`src/rtl/nmb_pkg.sv`:
```
package nmb_pkg;
  typedef enum logic [2:0] {
    PH_IDLE   = 3'd0,
    PH_TURN   = 3'd1,
    PH_ALE    = 3'd2,
    PH_SETUP  = 3'd3,
    PH_STROBE = 3'd4,
    PH_WAIT   = 3'd5
  } phase_t;
endpackage

```
`src/rtl/nmb_rdy_sync.sv`:
```
module nmb_rdy_sync #(
  parameter int STAGES = 2
) (
  input  logic clk,
  input  logic rst_n,
  input  logic d,
  output logic q
);
  logic [STAGES-1:0] stg;

  always_ff @(posedge clk or negedge rst_n) begin
    if (!rst_n) stg <= '0;
    else        stg <= {stg[STAGES-2:0], d};
  end

  assign q = stg[STAGES-1];
endmodule

```
`src/rtl/nmb_seq.sv`:
```
module nmb_seq
  import nmb_pkg::*;
#(
  parameter int CNT_W = 4
) (
  input  logic             clk,
  input  logic             rst_n,
  input  logic             start,
  input  logic             start_wr,
  input  logic             cur_wr,
  input  logic             rdy_s,
  input  logic [CNT_W-1:0] cfg_ale,
  input  logic [CNT_W-1:0] cfg_setup,
  input  logic [CNT_W-1:0] cfg_strobe,
  output phase_t           phase,
  output logic             capture,
  output logic             done
);
  logic [CNT_W-1:0] cnt;
  logic             last_rd;
  logic             last_clk;

  function automatic logic [CNT_W-1:0] at_least_one(input logic [CNT_W-1:0] v);
    return (v == '0) ? CNT_W'(1) : v;
  endfunction

  assign last_clk = (cnt == CNT_W'(1));
  assign capture  = ((phase == PH_STROBE) && last_clk && rdy_s) ||
                    ((phase == PH_WAIT) && rdy_s);

  always_ff @(posedge clk or negedge rst_n) begin
    if (!rst_n) begin
      phase   <= PH_IDLE;
      cnt     <= CNT_W'(1);
      last_rd <= 1'b0;
      done    <= 1'b0;
    end else begin
      done <= capture;
      if (capture) last_rd <= !cur_wr;
      case (phase)
        PH_IDLE: if (start) begin
          phase <= (last_rd && start_wr) ? PH_TURN : PH_ALE;
          cnt   <= at_least_one(cfg_ale);
        end
        PH_TURN: begin
          phase <= PH_ALE;
          cnt   <= at_least_one(cfg_ale);
        end
        PH_ALE: begin
          if (last_clk) begin
            phase <= PH_SETUP;
            cnt   <= at_least_one(cfg_setup);
          end else cnt <= cnt - CNT_W'(1);
        end
        PH_SETUP: begin
          if (last_clk) begin
            phase <= PH_STROBE;
            cnt   <= at_least_one(cfg_strobe);
          end else cnt <= cnt - CNT_W'(1);
        end
        PH_STROBE: begin
          if (last_clk) phase <= rdy_s ? PH_IDLE : PH_WAIT;
          else          cnt   <= cnt - CNT_W'(1);
        end
        PH_WAIT: if (rdy_s) phase <= PH_IDLE;
        default: phase <= PH_IDLE;
      endcase
    end
  end

  AST_STROBE_ENDS_ON_READY: assert property (@(posedge clk) disable iff (!rst_n)
    ((phase == PH_STROBE || phase == PH_WAIT) && !rdy_s) |=> (phase != PH_IDLE));
  AST_DONE_SINGLE: assert property (@(posedge clk) disable iff (!rst_n)
    done |=> !done);
  AST_TURN_ONLY_RD_WR: assert property (@(posedge clk) disable iff (!rst_n)
    (phase == PH_TURN) |-> cur_wr);
endmodule

```
`src/rtl/nmb_datapath.sv`:
```
module nmb_datapath
  import nmb_pkg::*;
#(
  parameter int ADDR_W = 28,
  parameter int AD_W   = 10,
  parameter int IO_W   = 8,
  parameter int NCS    = 4,
  localparam int CSI_W = $clog2(NCS),
  localparam int HI_W  = ADDR_W - AD_W - IO_W
) (
  input  logic              clk,
  input  logic              rst_n,
  input  logic              load,
  input  logic              in_wr,
  input  logic [CSI_W-1:0]  in_cs,
  input  logic [ADDR_W-1:0] in_addr,
  input  logic [IO_W-1:0]   in_wdata,
  input  phase_t            phase,
  input  logic              capture,
  input  logic [IO_W-1:0]   io_in,
  output logic              cur_wr,
  output logic [NCS-1:0]    cs_n,
  output logic              rd_n,
  output logic              wr_n,
  output logic              ale,
  output logic [AD_W-1:0]   ad,
  output logic [IO_W-1:0]   io_out,
  output logic              io_oe,
  output logic [IO_W-1:0]   rdata
);
  logic [CSI_W-1:0]  cs_q;
  logic [ADDR_W-1:0] addr_q;
  logic [IO_W-1:0]   wdata_q;
  logic              active, strobe, in_addr_ph;

  always_ff @(posedge clk or negedge rst_n) begin
    if (!rst_n) begin
      cur_wr  <= 1'b0;
      cs_q    <= '0;
      addr_q  <= '0;
      wdata_q <= '0;
      rdata   <= '0;
    end else begin
      if (load) begin
        cur_wr  <= in_wr;
        cs_q    <= in_cs;
        addr_q  <= in_addr;
        wdata_q <= in_wdata;
      end
      if (capture && !cur_wr) rdata <= io_in;
    end
  end

  assign in_addr_ph = (phase == PH_ALE);
  assign strobe     = (phase == PH_STROBE) || (phase == PH_WAIT);
  assign active     = in_addr_ph || (phase == PH_SETUP) || strobe;

  for (genvar i = 0; i < NCS; i++) begin : g_cs
    assign cs_n[i] = !(active && (cs_q == CSI_W'(i)));
  end

  assign ale    = in_addr_ph;
  assign rd_n   = !(strobe && !cur_wr);
  assign wr_n   = !(strobe && cur_wr);
  assign ad     = in_addr_ph ? AD_W'(addr_q[ADDR_W-1 -: HI_W]) :
                  active     ? addr_q[AD_W-1:0] : '0;
  assign io_out = in_addr_ph          ? addr_q[AD_W+IO_W-1:AD_W] :
                  (active && cur_wr)  ? wdata_q : '0;
  assign io_oe  = in_addr_ph || (active && cur_wr);

  AST_ONE_SELECT: assert property (@(posedge clk) disable iff (!rst_n)
    $countones(~cs_n) <= 1);
  AST_STROBES_EXCLUSIVE: assert property (@(posedge clk) disable iff (!rst_n)
    !(!rd_n && !wr_n));
  AST_ALE_NO_STROBE: assert property (@(posedge clk) disable iff (!rst_n)
    ale |-> (rd_n && wr_n && io_oe));
  AST_READ_RELEASES_IO: assert property (@(posedge clk) disable iff (!rst_n)
    !rd_n |-> !io_oe);
endmodule

```
`src/rtl/nor_mux_bus_ctrl.sv`:
```
module nor_mux_bus_ctrl
  import nmb_pkg::*;
#(
  parameter int ADDR_W = 28,
  parameter int AD_W   = 10,
  parameter int IO_W   = 8,
  parameter int NCS    = 4,
  parameter int CNT_W  = 4,
  localparam int CSI_W = $clog2(NCS)
) (
  input  logic              clk,
  input  logic              rst_n,
  input  logic [CNT_W-1:0]  cfg_ale_clks,
  input  logic [CNT_W-1:0]  cfg_setup_clks,
  input  logic [CNT_W-1:0]  cfg_strobe_clks,
  input  logic              req_valid,
  output logic              req_ready,
  input  logic              req_write,
  input  logic [CSI_W-1:0]  req_cs,
  input  logic [ADDR_W-1:0] req_addr,
  input  logic [IO_W-1:0]   req_wdata,
  output logic              rsp_valid,
  output logic [IO_W-1:0]   rsp_rdata,
  output logic [NCS-1:0]    bus_cs_n,
  output logic              bus_rd_n,
  output logic              bus_wr_n,
  output logic              bus_ale,
  output logic [AD_W-1:0]   bus_ad,
  output logic [IO_W-1:0]   bus_io_out,
  output logic              bus_io_oe,
  input  logic [IO_W-1:0]   bus_io_in,
  input  logic              bus_rdy
);
  phase_t phase;
  logic   rdy_s, start, capture, cur_wr;

  assign req_ready = (phase == PH_IDLE);
  assign start     = req_valid && req_ready;

  nmb_rdy_sync #(.STAGES(2)) u_sync (
    .clk(clk), .rst_n(rst_n), .d(bus_rdy), .q(rdy_s)
  );

  nmb_seq #(.CNT_W(CNT_W)) u_seq (
    .clk(clk), .rst_n(rst_n), .start(start), .start_wr(req_write),
    .cur_wr(cur_wr), .rdy_s(rdy_s), .cfg_ale(cfg_ale_clks),
    .cfg_setup(cfg_setup_clks), .cfg_strobe(cfg_strobe_clks),
    .phase(phase), .capture(capture), .done(rsp_valid)
  );

  nmb_datapath #(.ADDR_W(ADDR_W), .AD_W(AD_W), .IO_W(IO_W), .NCS(NCS)) u_dp (
    .clk(clk), .rst_n(rst_n), .load(start), .in_wr(req_write),
    .in_cs(req_cs), .in_addr(req_addr), .in_wdata(req_wdata),
    .phase(phase), .capture(capture), .io_in(bus_io_in),
    .cur_wr(cur_wr), .cs_n(bus_cs_n), .rd_n(bus_rd_n), .wr_n(bus_wr_n),
    .ale(bus_ale), .ad(bus_ad), .io_out(bus_io_out), .io_oe(bus_io_oe),
    .rdata(rsp_rdata)
  );

  AST_READY_MEANS_IDLE: assert property (@(posedge clk) disable iff (!rst_n)
    req_ready |-> (bus_cs_n == '1 && bus_rd_n && bus_wr_n));
  AST_DONE_AFTER_STROBE: assert property (@(posedge clk) disable iff (!rst_n)
    rsp_valid |-> (req_ready && bus_rd_n && bus_wr_n));
  AST_ACCEPT_STARTS: assert property (@(posedge clk) disable iff (!rst_n)
    start |=> !req_ready);
endmodule

```
`config.mk`:
```
export PLATFORM = sky130hd
export DESIGN_NAME = nor_mux_bus_ctrl
export DESIGN_NICKNAME = d
export VERILOG_FILES = /design/src/rtl/nmb_pkg.sv /design/src/rtl/nmb_rdy_sync.sv /design/src/rtl/nmb_seq.sv /design/src/rtl/nmb_datapath.sv /design/src/rtl/nor_mux_bus_ctrl.sv
export SDC_FILE = /design/constraint.sdc
export NUM_CORES = 1
export LEC_CHECK = 0
export ABC_AREA = 0
export BUFFER_PORTS_ARGS = -buffer_cell sky130_fd_sc_hd__buf_2
export CAP_MARGIN = 40
export CORE_ASPECT_RATIO = 1.2
export CORE_MARGIN = 4
export CORE_UTILIZATION = 52
export CTS_CLUSTER_DIAMETER = 100
export DETAILED_ROUTE_END_ITERATION = 16
export GPL_TIMING_DRIVEN = 0
export PLACE_DENSITY = 0.84
export RECOVER_POWER = 100
export SYNTH_ARGS = -nofsm -noshare
export SYNTH_HDL_FRONTEND = slang
export SYNTH_HIERARCHICAL = 1
export SYNTH_SLANG_ARGS = --single-unit
```
`constraint.sdc`:
```
create_clock -name clk -period 2.3 [get_ports clk]
set_input_delay 0.46 -clock clk [delete_from_list [all_inputs] [get_ports clk]]
set_output_delay 0.46 -clock clk [all_outputs]
set_load 0.01 [all_outputs]
```
---- Yosys cells after proc, flatten, opt, wreduce, memory -nomap -nowiden ----
Index checks and enable logic that the tools add are counted.
cells by class
  $add $sub $neg .......................... 1
  multipliers ............................. 0
  order comparisons ....................... 0
  multiplexer cells ....................... 20
  div/mod/pow operators ................... 0
  equality and inequality tests ........... 15
  reduce and logical (&&, ||, !) cells .... 33
  shifts and indexed selects .............. 0
  bitwise gates (word level) .............. 0
operators with widths
  operator               count
  $mux W4                7
  $mux W10               2
  $pmux W4 S5            1
  $mux W3                6
  $pmux W3 S6            1
  $mux W8                2
  $logic_and A1 B1 Y1    13
  $logic_not A4 Y1       3
  $ne A2 B2 Y1 const B   5
  $logic_not A1 Y1       7
  $eq A3 B2 Y1 const B   2
  $eq A3 B3 Y1 const B   2
  $logic_or A1 B1 Y1     5
  $reduce_and A5 Y1      1
  $reduce_bool A5 Y1     1
  $eq A2 B2 Y1 const B   2
  $eq A4 B1 Y1 const B   1
  $sub A4 B1 Y4 const B  1
  $eq A3 B1 Y1 const B   1
  $logic_not A3 Y1       1
  $reduce_and A3 Y1      1
  $eq A2 B1 Y1 const B   1
  $logic_not A2 Y1       1
  $mux W2                1
  $ne A2 B1 Y1 const B   1
storage, ports and cells
  bits in latches ......................... 0
  logic and storage cells ................. 79
  bits in writable memories ............... 0
  bits in read-only memories .............. 0
  memories ................................ 0
  register bits ........................... 58

---- Logic depth before layout (Yosys ltp) ----
Gate-level depths: netlist (run 1).
  depth after elaboration ................. 6
  gate-level depth with buffers ........... 9

---- By module ----
The synthesis (run 1) kept the hierarchy.
by module, submodules not included
  module            cells an instance  times used  area each (sq um)
  nmb_datapath      197                1           2371.0
  nmb_seq           92                 1           784.5
  nmb_rdy_sync      2                  1           50.0
  nor_mux_bus_ctrl  2                  1           20.0

---- Worst setup path before layout (run 1) ----
No wires, ideal clock.
  kind .................................... reg-to-reg
  start ................................... reg u_seq.cnt[0]
  end ..................................... reg u_dp.rdata[0]
  required time ........................... 2.172 ns
  path slack .............................. 0.268 ns
  clock period less this slack ............ 2.032 ns
  arrival time ............................ 1.904 ns
  stages on the path, launching flop included .. 9
  path buffers ............................ 2
  path through ............................ dfstp_2 ha_1 nor3b_1 buf_2 o211ai_1 inv_1 nor2b_1 buf_2 mux2_1
between the ends
  word-level cells in the longest chain between the ends .. 5
RTL lines
  what                              RTL line                text
  from (decl)                       nmb_seq.sv:19           logic [CNT_W-1:0] cnt;
  from (signal assigned)            nmb_seq.sv:43           cnt <= at_least_one(cfg_ale);
  from (signal assigned)            nmb_seq.sv:47           cnt <= at_least_one(cfg_ale);
  from (signal assigned)            nmb_seq.sv:52           cnt <= at_least_one(cfg_setup);
  $eq A4 B1 Y1                      nmb_seq.sv:27           assign last_clk = (cnt == CNT_W'(1));
  $logic_and A1 B1 Y1 (2 in a row)  nmb_seq.sv:28           assign capture = ((phase == PH_STROBE) && last_clk && rdy_s) ||
  $logic_or A1 B1 Y1                nmb_seq.sv:28
  via capture                       nor_mux_bus_ctrl.sv:35  logic rdy_s, start, capture, cur_wr;
  $logic_and A1 B1 Y1               nmb_datapath.sv:50      if (capture && !cur_wr) rdata <= io_in;
  to (signal assigned)              nmb_datapath.sv:50
  to (decl)                         nmb_datapath.sv:29      output logic [IO_W-1:0] rdata
The timed path passes the listed nets, and every way through them passes these cells.
A chain may end at the register's enable or synchronous reset.

---- Worst setup path in the final report (run 1) ----
  start ................................... reg u_seq.phase[2]
  end ..................................... out bus_io_out[0]
between the ends
  word-level cells in the longest chain between the ends .. 6
RTL lines
  what                                          RTL line                                text
  from (decl)                                   nmb_seq.sv:15                           output phase_t phase,
  from (signal assigned)                        nmb_seq.sv:42                           phase <= (last_rd && start_wr) ? PH_TURN : PH_ALE;
  from (signal assigned)                        nmb_seq.sv:62                           if (last_clk) phase <= rdy_s ? PH_IDLE : PH_WAIT;
  $eq A3 B2 Y1 (tied with other cells)          nmb_datapath.sv:54                      assign in_addr_ph = (phase == PH_ALE);
  $logic_or A1 B1 Y1, on equally long branches  nmb_datapath.sv:56, nmb_datapath.sv:55
  $logic_or A1 B1 Y1                            nmb_datapath.sv:56                      assign active = in_addr_ph || (phase == PH_SETUP) || strobe;
  $logic_and A1 B1 Y1                           nmb_datapath.sv:68                      (active && cur_wr) ? wdata_q : '0;
  $mux W8                                       nmb_datapath.sv:68
  $mux W8 *                                     nmb_datapath.sv:67                      assign io_out = in_addr_ph ? addr_q[AD_W+IO_W-1:AD_W] :
  to (decl)                                     nor_mux_bus_ctrl.sv:29                  output logic [IO_W-1:0] bus_io_out,
Mark *: on every way between the ends. The rest lies on a longest branch, timed or not.

==> results of run 1 <==
-- cell usage in the layout (no fill, tap or decap), types with 2 or more instances in the layout --
master and n:
buf_2 77, dfrtp_1 57, mux2_2 34, nand2_1 28, clkbuf_1 25, inv_1 15
mux2i_1 14, clkbuf_2 13, nor2_1 13, o21ai_0 12, mux2_1 11, clkbuf_8 10
o21ai_1 8, a21o_1 8, nor3_1 7, o32ai_2 6, nand2b_1 5, a21oi_1 5
buf_6 4, nor2b_1 4, clkinv_2 3, a211o_1 3, a31oi_1 3, clkinvlp_4 2
clkbuf_4 2, o32ai_1 2, o211ai_1 2, and3_1 2, o22ai_1 2, or3b_1 2
or3_1 2, nor4_1 2, ha_1 2
-- power by group through the flow --
| stage | sequential (mW) | combinational (mW) | clock, mW |
|---|---|---|---|
| floorplan | 1.66 | 1.69 | 0 |
| global placement | 1.70 | 2.30 | 0 |
| detailed placement | 1.73 | 2.35 | 0 |
| CTS | 1.72 | 2.38 | 0.836 |
| global route | 1.78 | 2.50 | 0.891 |
| finish | 1.72 | 2.27 | 0.816 |
-- area by class of cell --
class,instances,area (µm²)
plain buffers,23,143
clock buffers,11,141
clock inverters,5,30.0
fillers,507,2060
inverters,16,60.1
multi-input cells,196,1530
flip-flops and latches,58,1450
well taps,82,103
repair buffers,99,493
-- flip-flops by register name, summed over array words and instances (netlist names) --
| signal | cells |
|---|---|
| u_dp/addr_q | 28 |
| u_dp/rdata | 8 |
| u_dp/wdata_q | 8 |
| u_seq/cnt | 4 |
| u_seq/phase | 3 |
| u_dp/cs_q | 2 |
| u_sync/stg | 2 |
| u_dp/cur_wr | 1 |
| u_seq/done | 1 |
| u_seq/last_rd | 1 |
-- metal layers --
layer / up-vias / routed length, µm / track usage [%]
met3: 11 / 492 / 4.61
met2: 83 / 4090 / 36.9
met5: - / 0 / 0
li1: 1271 / - / -
met1: 1277 / 3170 / 26.2
met4: 0 / 138 / 10.6
-- worst max-delay path, stage by stage (launching register included) --
cell and delay (ps):
dfrtp_1 450, nand2b_1 220, buf_2 220, o32ai_1 260
a21o_1 110, buf_2 130
-- repair_timing --
item | in CTS | in global routing
setup endpoints to repair | 8 | 16
resized for setup | 2 | 5
setup buffers | 0 | 0
-- per-stage QoR --
| stage | hold WS (ps) | setup slack, ps |
|---|---|---|
| CTS | 228 | 105 |
| global placement | 335 | 13.4 |
| global route | 225 | 14.7 |
| detailed placement | 343 | -28.6 |
| floorplan | 164 | 268 |
| finish | 239 | 123 |
-- final timing paths --
| check | end | slack [ps] | cells after the start |
|---|---|---|---|
| worst min-delay path | u_sync/stg[0]$_DFF_PN0_ | 240 | 1 |
| min in group asynchronous | u_seq/cnt[1]$_DFFE_PN0P_ | 640 | 1 |
| worst max-delay path | bus_io_out[0] | 120 | 5 |
| worst min register to register | u_sync/stg[1]$_DFF_PN0_ | 350 | 0 |
| max in group asynchronous | u_seq/phase[2]$_DFFE_PN0P_ | 590 | 1 |
| worst max register to register | u_dp/rdata[0]$_DFFE_PN0P_ | 150 | 8 |
-- cell families (layout without fill, tap and decap cells) --
logic type / Yosys count / after routing / synth area share (%)
XOR/XNOR: 1 / 1 / 0.272
adder cells (fa/ha/maj): 2 / 2 / 0.776
buffers and inverters: 39 / 154 / 6.67
AO/OA/AOI/OAI: 61 / 61 / 15.2
flip-flops: 58 / 58 / 45.0
multiplexers: 59 / 59 / 20.1
AND/OR/NAND/NOR: 73 / 73 / 12.0
==> qor.yml, run 1 <==
status: "finished with violations"
failed_checks: "max-capacitance violations, max-slew violations"
netlist-cell-type-count: 52
clk_latency_ps: 330
p_switching_mw: 1.86
yosysTopAreaCellShare_pct: 44.2
rsz0062_at_grt: "false"
die-area_um2: 7530
drtPass1Iterations: 4
initial_core_util_pct: 53.7
pwr-share-comb_pct: 47.2
grt_overflow: 0
portBuffers: 98
synthFlopType: "dfrtp_1"
synth_top_cells_by_count: "dfrtp_1 (57), mux2_2 (34), nand2_1 (28)"
hold_buffers: 0
grt_max_degree: 35
crit_start: "u_seq/phase[2]$_DFFE_PN0P_"
fin_crit_ps: 2180
setup_viol: 0
clkTransAtPathRegs_ps: 60
tightest_slew_ps: 1860
setup_tns_ps: 0
critPathRequiredTime_ps: 1840
hold_start: "bus_rdy"
finalHoldViolCount: 0
syn_inst: 293
yosys.area.top_type: "dfrtp_1"
drive_above_1_share_pct: 39.5
path_class: "flip-flop to output port"
grt_pass1_wl_um: 12500
p_sw_share_pct: 38.7
coreArea_um2: 6010
root_buffer: "clkbuf_8"
drtIter0Drc: 145
cp-start-kind: "flip-flop"
antenna_found_initial: 0
slew_violations: 34
wl_per_cell_um: 16.1
intPower_mw: 2.95
clkPwrFrac_pct: 17.0
pin_count: 99
r2r_start: "u_seq/cnt[0]$_DFFE_PN1P_"
relSlewSlack_pct: -24.2
cts_buffers: 9
layoutNonFillerInstCount: 490
hold_path_class: "primary input to flip-flop"
die_h_um: 94.3
dieWidth_um: 79.9
post-synth-top-count-cell: "dfrtp_1"
post-route-period-util_pct: 94.7
rows: 31
gp_congestion: 0.857
cts_sinks: 58
worstPathMaxFanout: 10
avgViaCountPerCell: 5.39
ant_nets: 0
synth-edff-count: 0
power_leakage_nw: 1.94
crit_arrival_ps: 1720
synthArstFlopShare_pct: 100
vias: 2642
htreeDepth: 3
total_power_mw: 4.81
final_area_um2: 3960
place_inst: 474
cts_tree: "yes"
cp-end-kind: "output port"
synth_area_per_cell_um2: 11.0
grt.total_usage_pct: 21.9
hpwlAfterDp_um: 5820
grt_pass1_vias: 2621
maxCapViolCount: 1
clock_path_buffers: 2
synth_seq_cells: 58
num_antenna_cells: 0
ir_drop_mv: 0.493
nets: 468
syn_nets: 358
areaGrowthSynthToFinish_pct: 22.7
drt_wl_total_um: 7890
yosys_warnings: 6
drc: 0
synthTopCellsByArea: "dfrtp_1 (44%), mux2_2 (12%), mux2i_1 (4.3%)"
synth-seq-area-share_pct: 45.0
synth_area_um2: 3230
cellPowerDensity_nw_per_um2: 1220
finalClockSkew_ps: 9.57
placed_area_um2: 3850
max_freq_mhz: 459
fin_util_pct: 65.8
seq_power_share_pct: 35.8
Note: power is estimated with default switching activity, not from simulation.
==> inputs of run 2 (changes only) <==
--- a/config.mk
+++ b/config.mk
@@ -8,7 +8,7 @@
 export ABC_AREA = 0
 export BUFFER_PORTS_ARGS = -buffer_cell sky130_fd_sc_hd__buf_2
 export CAP_MARGIN = 40
-export CORE_ASPECT_RATIO = 1.2
+export CORE_ASPECT_RATIO = 0.8
 export CORE_MARGIN = 4
 export CORE_UTILIZATION = 52
 export CTS_CLUSTER_DIAMETER = 100
==> qor.yml, run 2 (synthesized netlist as in run 1, its figures left out) <==
ir_drop_mv: 0.551  # +12%
drt_wl_total_um: 8060  # +2.1%
antenna_found_initial: 0  # unchanged
largest_register: "u_dp/addr_q"
root_buffer: "clkbuf_8"
crit_arrival_ps: 1720  # about the same
status: "complete, no violations"
grt_pass1_vias: 2753  # +5.0%
finalHoldViolCount: 0  # unchanged
pin_count: 99  # unchanged
hold_path_class: "primary input to flip-flop"
post-route-period-util_pct: 95.0  # +0.31 points
wl_per_cell_um: 16.5  # +2.5%
nets: 467  # -0.21%
gp_congestion: 0.977  # +14%
r2r_slack_ps: 150  # about the same
hold_start: "bus_rdy"
ant_nets: 0  # unchanged
r2r_cells: 8  # unchanged
rows: 25  # -19%
register_area_um2: 1450  # unchanged
portBuffers: 98  # unchanged
drtPass1Iterations: 4  # unchanged
multi_input_area_um2: 1550  # +1.2%
maxCapViolCount: 0  # -1
reg2reg_to: "u_dp/rdata[2]$_DFFE_PN0P_"
cellPowerDensity_nw_per_um2: 1280  # +4.8%
cp-start-kind: "flip-flop"
max_freq_mhz: 458  # -0.33%
worstPathMaxFanout: 13  # +3
dieWidth_um: 96.1  # +20%
final_cell_mix: "buf_2 (72), dfrtp_1 (57), mux2_2 (34), clkbuf_1 (30), nand2_1 (28)"
clk_latency_ps: 330  # about the same
hold_path_end: "u_sync/stg[0]$_DFF_PN0_"
r2r_start: "u_seq/cnt[0]$_DFFE_PN1P_"
coreArea_um2: 5970  # -0.62%
die-area_um2: 7540  # about the same
drc: 0  # unchanged
setup_slack_ps: 115  # -7.21 ps
relSlewSlack_pct: 28.0  # +52 points
min_path_cells: 1  # unchanged
die_h_um: 78.4  # -17%
final_area_um2: 4000  # +1.1%
cts_buffers: 9  # unchanged
cts_sinks: 58  # unchanged
drtIter0Drc: 134  # -7.6%
n_fill_cell: 497  # -2.0%
cts_tree: "yes"
critPathRequiredTime_ps: 1840  # about the same
num_antenna_cells: 0  # unchanged
clkTransAtPathRegs_ps: 60  # about the same
clock_path_buffers: 2  # unchanged
tightest_slew_ps: 1080  # -784 ps
vias: 2754  # +4.2%
power_leakage_nw: 1.94  # about the same
initial_core_util_pct: 54.0  # +0.34 points
placed_area_um2: 3840  # -0.23%
grt_overflow: 0  # unchanged
grt.total_usage_pct: 22.5  # +0.63 points
hold_buffers: 0  # unchanged
grt_max_degree: 40  # +14%
grt_pass1_wl_um: 13100  # +4.8%
htreeDepth: 3  # unchanged
hpwlAfterDp_um: 6030  # +3.6%
avgViaCountPerCell: 5.64  # +4.7%
path_class: "flip-flop to output port"
finalClockSkew_ps: 8.90  # -0.676 ps
final_common_cell: "buf_2"
areaGrowthSynthToFinish_pct: 24.0
pre_cts_ws_ps: -19.4  # +9.14 ps
cp-end-kind: "output port"
largest_reg_flops: 28  # unchanged
fin_crit_ps: 2180  # +7.21 ps
holdWs_ps: 234  # -5.40 ps
slew_violations: 0  # -100%
reg_top3: "u_dp/addr_q (28), u_dp/rdata (8), u_dp/wdata_q (8)"
drive_above_1_share_pct: 38.6  # -0.89 points
setup_viol: 0  # unchanged
rsz0062_at_grt: "false"
[run 2: worst max path at each step]
stage	from	end	cells past startpoint	slack (ps)
after floorplan	u_seq/cnt[0]$_DFFE_PN1P_	u_dp/rdata[0]$_DFFE_PN0P_	8	270
after global placement	u_seq/cnt[0]$_DFFE_PN1P_	u_dp/rdata[3]$_DFFE_PN0P_	8	-20
after detailed placement	u_seq/cnt[0]$_DFFE_PN1P_	u_dp/rdata[2]$_DFFE_PN0P_	8	-20
after CTS	u_seq/phase[2]$_DFFE_PN0P_	bus_io_out[3]	5	90
after global routing	u_seq/phase[2]$_DFFE_PN0P_	bus_io_out[0]	5	8
final	u_seq/phase[2]$_DFFE_PN0P_	bus_io_out[3]	5	120
[run 2: critical path, cell delays in order (launching register included)]
cell	delay [ps]
dfrtp_1	470
nand2b_4	280
buf_2	260
nor2_1	80
a21o_1	190
clkbuf_2	120
[run 2: area by class of cell]
cell class / instances / share of cell area, %
Clock inverter: 5 / 1.94
Tap cell: 81 / 2.53
Multi-Input combinational cell: 196 / 38.8
Clock buffer: 11 / 3.53
Sequential cell: 58 / 36.3
Buffer: 22 / 3.75
Timing Repair Buffer: 99 / 11.6
Inverter: 16 / 1.50
[run 2: through the flow]
step / utilization [%] / cells / setup TNS (ps) / power (mW)
after floorplan: - / 293 / 0 / 3.35
after global placement: 63.9 / 472 / -142 / 3.99
after detailed placement: 64.2 / 473 / -93.4 / 4.11
after CTS: 68.0 / 488 / 0 / 5.17
after global routing: 67.0 / 488 / 0 / 5.46
final: 67.0 / 488 / 0 / 5.10
[run 2: what timing repair did]
| item | CTS | global route |
|---|---|---|
| gates resized for setup | 2 | 3 |
| setup buffers | 0 | 0 |
| endpoints found under the setup margin | 9 | 8 |
[run 2: per-layer routing]
metal / track usage (%) / vias to the layer above / share of wire, %
li1: - / 1265 / -
met5: 0 / - / 0
met1: 27.4 / 1327 / 39
met3: 7.57 / 20 / 9.3
met2: 36.9 / 142 / 50
met4: 7.67 / 0 / 2.0
[run 2: where the power goes]
group	total (mW)	internal, mW	switching, mW	leakage, nW
sequential	1.74	1.44	0.298	0.719
combinational	2.34	1.11	1.23	1.11
clock	1.03	0.636	0.390	0.109
total	5.10	3.18	1.92	1.94
==> inputs of run 3 (changes only) <==
--- a/config.mk
+++ b/config.mk
@@ -16,6 +16,7 @@
 export GPL_TIMING_DRIVEN = 0
 export PLACE_DENSITY = 0.84
 export RECOVER_POWER = 100
+export REMOVE_ABC_BUFFERS = 1
 export SYNTH_ARGS = -nofsm -noshare
 export SYNTH_HDL_FRONTEND = slang
 export SYNTH_HIERARCHICAL = 1
==> constraint.sdc (replaced) <==
create_clock -name clk -period 2.3 [get_ports clk]
set_input_delay 0 -clock clk [delete_from_list [all_inputs] [get_ports clk]]
set_output_delay 0 -clock clk [all_outputs]
set_load 0.01 [all_outputs]
==> qor.yml, run 3 (synthesized netlist as in run 1, its figures left out) <==
status: "complete, no violations"
max_freq_mhz: 452  # -1.3%
avgViaCountPerCell: 5.34  # -5.3%
clk_latency_ps: 340  # about the same
largest_register: "u_dp/addr_q"
drive_above_1_share_pct: 32.0  # -6.6 points
path_class: "flip-flop to flip-flop"
grt_pass1_wl_um: 13800  # +5.8%
drtPass1Iterations: 6  # +2
ir_drop_mv: 0.692  # +26%
portBuffers: 98  # unchanged
cpPeakStageDelay_ps: 570  # +100 ps
initial_core_util_pct: 54.0  # unchanged
critPathSlowestCell: "dfstp_2"
coreArea_um2: 5970  # unchanged
final_area_um2: 4370  # +9.3%
post-route-period-util_pct: 96.2  # +1.2 points
vias: 2790  # +1.3%
gp_congestion: 0.846  # -13%
fin_crit_ps: 2210  # +28.4 ps
tightest_slew_ps: 1460  # +380 ps
cts_buffers: 9  # unchanged
cellPowerDensity_nw_per_um2: 1120  # -12%
cp-end-kind: "flip-flop"
clock_path_buffers: 2  # unchanged
pre_cts_ws_ps: -691  # -672 ps
pin_count: 99  # unchanged
rsz0062_at_grt: "false"
htreeDepth: 3  # unchanged
setup_slack_ps: 87.0  # -28.4 ps
cts_sinks: 58  # unchanged
grt_overflow: 0  # unchanged
drc: 0  # unchanged
n_fill_cell: 465  # -6.4%
areaGrowthSynthToFinish_pct: 35.5
die-area_um2: 7540  # unchanged
crit_arrival_ps: 2430  # +710 ps
reg_top3: "u_dp/addr_q (28), u_dp/rdata (8), u_dp/wdata_q (8)"
register_area_um2: 1460  # +0.26%
finalClockSkew_ps: 8.38  # -0.511 ps
grt_pass1_vias: 2925  # +6.2%
die_h_um: 78.4  # unchanged
antenna_found_initial: 0  # unchanged
cp-start-kind: "flip-flop"
final_cell_mix: "buf_2 (73), dfrtp_1 (54), dlygate4sd3_1 (49), mux2_2 (33)"
drt_wl_total_um: 8380  # +4.0%
setup_viol: 0  # unchanged
crit_chain: "ha_1 -> nor3b_4 -> clkbuf_4 -> o211ai_1 -> inv_1 -> nor2b_4 -> mux2_1"
finalHoldViolCount: 0  # unchanged
multi_input_area_um2: 1520  # -1.9%
relSlewSlack_pct: 2.71  # -25 points
wl_per_cell_um: 16.1  # -2.8%
root_buffer: "clkbuf_8"
clkTransAtPathRegs_ps: 70  # about the same
cts_tree: "yes"
critPathRequiredTime_ps: 2520  # +680 ps
hpwlAfterDp_um: 5220  # -13%
nets: 501  # +7.3%
num_antenna_cells: 0  # unchanged
slew_violations: 0  # unchanged
ant_nets: 0  # unchanged
drtIter0Drc: 184  # +37%
worstPathMaxFanout: 8  # -5
grt_max_degree: 35  # -13%
placed_area_um2: 3750  # -2.2%
largest_reg_flops: 28  # unchanged
hold_path_class: "primary input to flip-flop"
power_leakage_nw: 2.06  # +6.6%
dieWidth_um: 96.1  # unchanged
maxCapViolCount: 0  # unchanged
grt.total_usage_pct: 23.6  # +1.2 points
rows: 25  # unchanged
holdWs_ps: 108  # -126 ps
final_common_cell: "buf_2"
run 3: changes by cell type in the layout (fill, tap and decap cells not counted), moves of 2 or more:
cell           previous run  this run
buf_6                     6         2
clkbuf_2                 11         0
dlygate4sd3_1             0        49
dfrtp_2                   0         3
clkbuf_1                 30        28
o32ai_1                   1         8
clkinvlp_4                1         3
buf_12                    0         2
o32ai_2                   7         0
dfrtp_1                  57        54
run 3: final cells by class:
| class | count | area share, % |
|---|---|---|
| inverters | 16 | 1.37 |
| clock inverters | 6 | 1.52 |
| well taps | 81 | 2.32 |
| multi-input cells | 196 | 34.9 |
| flip-flops and latches | 58 | 33.3 |
| clock buffers | 10 | 2.92 |
| repair buffers | 155 | 23.7 |
run 3: timing repair:
item / CTS / global route
setup buffers: 1 / 1
hold buffers: 49 / 0
setup endpoints to repair: 23 / 32
hold endpoints to repair: 72 / 0
pin swaps: 1 / 1
gates resized for setup: 6 / 1
run 3: worst max-delay path: cells and delay by family, from the launching register on:
family	cells	cell delay (ps)
buffers and inverters	2	330
AND/OR/NAND/NOR	2	490
AO/OA/AOI/OAI	1	140
adder cells (fa/ha/maj)	1	180
flip-flops	1	570
multiplexers	1	370
run 3: metal layers:
layer	up-vias	track usage [%]	wire, µm
met3	12	7.18	548
met1	1358	28.4	3380
met5	-	0	0
met2	92	40.9	4350
met4	0	5.97	102
li1	1328	-	-
run 3: final timing paths:
check / cells past startpoint / to / start / slack [ps]
min reg2reg: 0 / u_sync/stg[1]$_DFF_PN0_ / u_sync/stg[0]$_DFF_PN0_ / 350
min: 3 / u_seq/cnt[1]$_DFFE_PN0P_ / cfg_ale_clks[1] / 110
max in group asynchronous: 3 / u_seq/cnt[0]$_DFFE_PN1P_ / rst_n / 870
min in group asynchronous: 2 / u_dp/addr_q[11]$_DFFE_PN0P_ / rst_n / 540
max: 7 / u_dp/rdata[0]$_DFFE_PN0P_ / u_seq/cnt[0]$_DFFE_PN1P_ / 90
max reg2reg: 7 / u_dp/rdata[0]$_DFFE_PN0P_ / u_seq/cnt[0]$_DFFE_PN1P_ / 90
run 3: power by group:
group          internal (mW)  switching [mW]  total, mW
Combinational           1.06            1.05       2.11
Sequential              1.44           0.411       1.85
Clock                  0.502           0.429      0.931
Total                   3.00            1.89       4.89
run 3: stage by stage:
step | TNS [ps] | util [%] | power, mW | instances
2_1_floorplan | -88290 | - | 3.23 | 270
6_report | 0 | 73.2 | 4.89 | 522
3_5_place_dp | -5480 | 62.8 | 3.98 | 455
4_1_cts | 0 | 74.7 | 5.01 | 521
3_3_place_gp | -150490 | 61.3 | 3.83 | 449
5_1_grt | 0 | 73.2 | 5.24 | 522
